==> src/rtl/lih_pkg.sv <==
package lih_pkg;
  localparam int REG_W     = 32;
  localparam int RAW_LSB   = 16;
  localparam int STEER_LSB = 30;
  localparam int STEER_W   = 2;
  localparam int ERR_BIT   = 1;
  localparam int ATTN_BIT  = 31;

  typedef enum logic [1:0] {
    WR_STAT_CLR = 2'd0,
    WR_EN_SET   = 2'd1,
    WR_EN_CLR   = 2'd2,
    WR_NONE     = 2'd3
  } wr_sel_e;

  typedef enum logic [1:0] {
    RD_STAT = 2'd0,
    RD_ENAB = 2'd1,
    RD_SLOT = 2'd2,
    RD_HOST = 2'd3
  } rd_sel_e;
endpackage

==> src/rtl/lih_port.sv <==
module lih_port
  import lih_pkg::*;
#(
  parameter int NEVT = 12
) (
  input  logic               clk,
  input  logic               rst_n,
  input  logic [NEVT-1:0]    evt,
  input  logic [NEVT-1:0]    clr_mask,
  input  logic               en_set_we,
  input  logic               en_clr_we,
  input  logic [NEVT-1:0]    en_bits,
  input  logic [STEER_W-1:0] steer_bits,
  output logic [NEVT-1:0]    raw_q,
  output logic [NEVT-1:0]    en_q,
  output logic [STEER_W-1:0] steer_q,
  output logic               irq
);
  // Events have priority over clears, so OR them in after masking.
  always_ff @(posedge clk) begin
    if (!rst_n) begin
      raw_q   <= '0;
      en_q    <= '0;
      steer_q <= '0;
    end else begin
      raw_q <= (raw_q & ~clr_mask) | evt;
      if (en_set_we) begin
        en_q    <= en_q | en_bits;
        steer_q <= steer_q | steer_bits;
      end else if (en_clr_we) begin
        en_q    <= en_q & ~en_bits;
        steer_q <= steer_q & ~steer_bits;
      end
    end
  end

  assign irq = |(raw_q & en_q);
endmodule

==> src/rtl/lih_rdmux.sv <==
module lih_rdmux
  import lih_pkg::*;
#(
  parameter int NPORTS = 4,
  parameter int NEVT   = 12,
  parameter int PW     = 2
) (
  input  logic [NPORTS*NEVT-1:0]    raw_all,
  input  logic [NPORTS*NEVT-1:0]    en_all,
  input  logic [NPORTS*STEER_W-1:0] steer_all,
  input  logic [NPORTS-1:0]         irq_all,
  input  logic [PW-1:0]             rd_port,
  input  logic [1:0]                rd_sel,
  output logic [REG_W-1:0]          rd_data
);
  logic [NEVT-1:0]    raw_s, en_s;
  logic [STEER_W-1:0] steer_s;
  logic               port_ok;

  always_comb begin
    raw_s   = '0;
    en_s    = '0;
    steer_s = '0;
    port_ok = (int'(rd_port) < NPORTS);
    if (port_ok) begin
      raw_s   = raw_all[rd_port*NEVT +: NEVT];
      en_s    = en_all[rd_port*NEVT +: NEVT];
      steer_s = steer_all[rd_port*STEER_W +: STEER_W];
    end
  end

  always_comb begin
    rd_data = '0;
    case (rd_sel_e'(rd_sel))
      RD_STAT: begin
        rd_data[NEVT-1:0]         = raw_s & en_s;
        rd_data[RAW_LSB +: NEVT]  = raw_s;
      end
      RD_ENAB: begin
        rd_data[NEVT-1:0]             = en_s;
        rd_data[STEER_LSB +: STEER_W] = steer_s;
      end
      RD_SLOT: rd_data[ATTN_BIT] = raw_s[ERR_BIT];
      RD_HOST: rd_data[NPORTS-1:0] = irq_all;
      default: rd_data = '0;
    endcase
  end
endmodule

==> src/rtl/lih_irq_top.sv <==
module lih_irq_top
  import lih_pkg::*;
#(
  parameter int NPORTS = 4,
  parameter int NEVT   = 12,
  parameter int PW     = (NPORTS > 1) ? $clog2(NPORTS) : 1
) (
  input  logic                   clk,
  input  logic                   rst_n,
  input  logic                   wr_en,
  input  logic [PW-1:0]          wr_port,
  input  logic [1:0]             wr_sel,
  input  logic [31:0]            wr_data,
  input  logic [PW-1:0]          rd_port,
  input  logic [1:0]             rd_sel,
  output logic [31:0]            rd_data,
  input  logic [NPORTS*NEVT-1:0] evt_in,
  output logic [NPORTS-1:0]      port_irq,
  output logic                   host_irq
);
  logic [NPORTS*NEVT-1:0]    raw_all, en_all;
  logic [NPORTS*STEER_W-1:0] steer_all;
  logic [NEVT-1:0]           wr_clr_bits;
  logic                      unused_wr;

  assign wr_clr_bits = wr_data[NEVT-1:0] | wr_data[RAW_LSB +: NEVT];
  assign unused_wr   = ^wr_data;

  for (genvar p = 0; p < NPORTS; p++) begin : g_port
    logic hit;
    assign hit = wr_en && (wr_port == PW'(p));

    lih_port #(.NEVT(NEVT)) u_port (
      .clk        (clk),
      .rst_n      (rst_n),
      .evt        (evt_in[p*NEVT +: NEVT]),
      .clr_mask   ((hit && wr_sel_e'(wr_sel) == WR_STAT_CLR) ? wr_clr_bits : '0),
      .en_set_we  (hit && wr_sel_e'(wr_sel) == WR_EN_SET),
      .en_clr_we  (hit && wr_sel_e'(wr_sel) == WR_EN_CLR),
      .en_bits    (wr_data[NEVT-1:0]),
      .steer_bits (wr_data[STEER_LSB +: STEER_W]),
      .raw_q      (raw_all[p*NEVT +: NEVT]),
      .en_q       (en_all[p*NEVT +: NEVT]),
      .steer_q    (steer_all[p*STEER_W +: STEER_W]),
      .irq        (port_irq[p])
    );
  end

  assign host_irq = |port_irq;

  lih_rdmux #(.NPORTS(NPORTS), .NEVT(NEVT), .PW(PW)) u_rd (
    .raw_all   (raw_all),
    .en_all    (en_all),
    .steer_all (steer_all),
    .irq_all   (port_irq),
    .rd_port   (rd_port),
    .rd_sel    (rd_sel),
    .rd_data   (rd_data)
  );
endmodule

==> config.mk <==
export PLATFORM = sky130hd
export DESIGN_NAME = lih_irq_top
export DESIGN_NICKNAME = d
export VERILOG_FILES = /design/src/rtl/lih_pkg.sv /design/src/rtl/lih_port.sv /design/src/rtl/lih_rdmux.sv /design/src/rtl/lih_irq_top.sv
export SDC_FILE = /design/constraint.sdc
export NUM_CORES = 1
export LEC_CHECK = 0
export BUFFER_PORTS_ARGS = -buffer_cell sky130_fd_sc_hd__buf_2
export CAP_MARGIN = 25
export CORE_ASPECT_RATIO = 1.25
export CORE_MARGIN = 5
export CORE_UTILIZATION = 30
export CTS_BUF_LIST = sky130_fd_sc_hd__clkbuf_4 sky130_fd_sc_hd__clkbuf_8 sky130_fd_sc_hd__clkbuf_16
export CTS_CLUSTER_SIZE = 12
export DETAILED_ROUTE_END_ITERATION = 10
export HOLD_SLACK_MARGIN = 0.12
export PLACE_DENSITY_LB_ADDON = 0.05
export SLEW_MARGIN = 30
export SYNTH_ARGS = -nofsm -noshare
export SYNTH_HDL_FRONTEND = slang
export SYNTH_HIERARCHICAL = 1
export SYNTH_SLANG_ARGS = --single-unit
==> constraint.sdc <==
create_clock -name clk -period 1.7 [get_ports clk]
set_input_delay 0.085 -clock clk [delete_from_list [all_inputs] [get_ports clk]]
set_output_delay 0.085 -clock clk [all_outputs]
set_load 0.01 [all_outputs]
==> out/results.tsv <==
stage	metric	value	unit
status	status	finished with violations	
status	failing checks	setup timing	
cells_and_area	Final Util	0.417	
floorplanning	Die Ht	170	um
cts	CTS Buf Count	9	
route	Via Count	5597	
power	Peak supply drop	0.000517	V
global_routing	initial antenna violation count	0	
global_routing	Total GRT Usage	0.205	
timing	Final Critical Period	2.12	ns
critical_path	Startpoint Class	register	
job	# Max-Cap Violations	0	
route	Detailed Route WL	24100	um
timing	worst setup margin	-0.421	ns
global_routing	first-pass GRT wire length	35500	um
timing	f_max	0.471	GHz
cells_and_area	share of layout cells above drive strength 1	0.449	
timing	slew at the pin closest to its max-slew limit	0.628	ns
floorplanning	Die X	138	um
global_routing	number of global-route vias before repair	5579	
synth	Synth async-reset ratio	0	
synth	Post-Syn Area per Cell	10.1	um^2
floorplanning	Die ar.	0.0234	mm^2
global_routing	gr ovfl total	0	
hold_path	Hold Path Class	primary input to register	
floorplanning	core area	0.0201	mm^2
timing	Final Hold Fails	0	
synth	most common cell in the netlist	dfxtp_1	
cells_and_area	final instance area	0.00839	mm^2
route	first-pass iteration count of the detailed router	5	
cells_and_area	multi-input logic area	0.00382	mm^2
route	Routed Antenna Nets	0	
cells_and_area	Fillers	2036	
synth	sequential-to-total area share from yosys stat	0.340	
cells_and_area	register area	0.00210	mm^2
timing	Tcrit/Tclk final	1.25	
cts	TritonCTS clock tree	yes	
critical_path	required time worst endpoint	1.62	ns
cells_and_area	Layout Area Growth over Synthesis	37.0	%
cts	# clock sinks	104	
placed_design	port bufs	115	
timing	Final Setup Violations	8	
synth	Yosys reg bits	104	
timing	Max Slew Vio Count	0	
cells_and_area	nets@finish	922	
timing	Rel. slew slack	0.580	
cts	Clock transition at path regs	0.07	ns
cells_and_area	ANT cells	0	
timing	RSZ-0062 raised after global routing	yes	
synth	commonest cells in the netlist	dfxtp_1 (104), nor2b_1 (65), nand2_1 (59)	
synth	cell area after synthesis	0.00612	mm^2
cts	CTS H-tree depth	3	
placed_design	Placed Area	0.00741	mm^2
synth	Cells after Synth	609	
critical_path	crit-path max FO	3	
synth	top-area cell type share of the netlist area	0.340	
critical_path	Crit Path Category	register to output port	
synth	top cells by area, synth	dfxtp_1 (34%), a22oi_2 (9.0%), o21a_1 (6.9%)	
critical_path	Critical Path AT	2.04	ns
power	Pleak	0.00330	uW
route	Routed WL per cell	21.9	um
power	Tot Pwr	5910	uW
placed_design	GPL Wtd Cong	0.873	
cts	Skew-Pair Late Insertion Delay	0.35	ns
timing	tightest hold margin	0.135	ns
timing	Fin Clk Skew	0	ns
critical_path	Worst Setup End Kind	output port	
global_routing	largest net degree at the start of global routing	51	
synth	number of synthesis warnings	6	
floorplanning	initial cell density of the core	0.305	
route	1st-iter DRT viols	403	
floorplanning	total I/O pin count	128	
synth	Distinct cells, synth	43	
cts	CTS root buf	clkbuf_16	
floorplanning	row count	58	
cts	CTS Buffer Depth	2	
route	DRC errors left	0	
timing	total negative slack	-2.08	ns
route	vias per cell	5.08	
synth	EDFF count, synth	0	
power	power density cells	704	mW/mm^2
synth	Synth area leader	dfxtp_1	
synth	Main synth FF type	dfxtp_1	
placed_design	post-DP HPWL	17600	um
-- where the power goes --
part	internal, uW	switching (uW)
clock	1200	1000
combinational	525	535
sequential	2540	107
-- routing by layer --
metal / vias up / track usage / wire length, um
met5: - / 0 / 0
met3: 18 / 0.0261 / 1120
li1: 2645 / - / -
met2: 151 / 0.309 / 10700
met4: 0 / 0.0537 / 315
met1: 2783 / 0.309 / 12000
-- per-stage QoR --
step	setup WS, ns	instances
2_1_floorplan	0.131	614
6_report	-0.421	1101
3_5_place_dp	-0.110	1035
4_1_cts	-0.436	1102
5_1_grt	-0.487	1101
3_3_place_gp	-0.106	1035
-- placed cells by master, fill, tap and decap left out, types with 12 or more instances in the layout --
| cell | count |
|---|---|
| buf_2 | 111 |
| nand2_1 | 59 |
| buf_6 | 12 |
| mux2i_1 | 24 |
| nor3_2 | 20 |
| o21a_1 | 56 |
| nor2_1 | 16 |
| nor2b_2 | 40 |
| dfxtp_2 | 13 |
| nor3_1 | 30 |
| nor2b_1 | 65 |
| buf_4 | 70 |
| dlygate4sd3_1 | 48 |
| a22o_1 | 12 |
| dfxtp_1 | 91 |
| a22oi_1 | 12 |
| a22oi_2 | 44 |
-- cell families after synthesis --
group,Yosys count,share of synthesized area
other,1,0.000612
and+or+nand+nor,250,0.249
muxes,40,0.0981
AOI/OAI and AO/OA,161,0.245
buffers and inverters,49,0.0582
adders and majority gates,4,0.00817
DFF,104,0.340
-- repair_timing --
action                     in CTS  in global routing
setup endpoints to repair      12                 11
pin swaps                      13                  2
resized for setup              27                 19
hold buffers                   48                  0
hold endpoints to repair       48                  0
setup buffers                   5                  1
-- worst paths after layout --
path / endpoint / slack (ns) / cells past startpoint / from
setup / recovery: host_irq / -0.42 / 5 / register
hold / removal: register / 0.14 / 4 / wr_data[31]
setup reg to reg: g_port[2].u_port/raw_q[3] / 0.79 / 3 / g_port[2].u_port/raw_q[3]
hold reg to reg: register / 0.53 / 2 / register
-- critical path, stage by stage, from the launching register on --
cell and delay, ns:
dfxtp_2 0.33, a22o_1 0.23, a221oi_2 0.25, nand3_2 0.17, or4_4 0.57, buf_6 0.14
-- layout make-up --
class	count	share of cell area
repair buffers	247	0.217
multi-input cells	461	0.455
clock inverters	4	0.00656
clock buffers	11	0.0294
inverters	4	0.00179
well taps	270	0.0403
flip-flops and latches	104	0.250
Power figures use the tool's default switching activity.
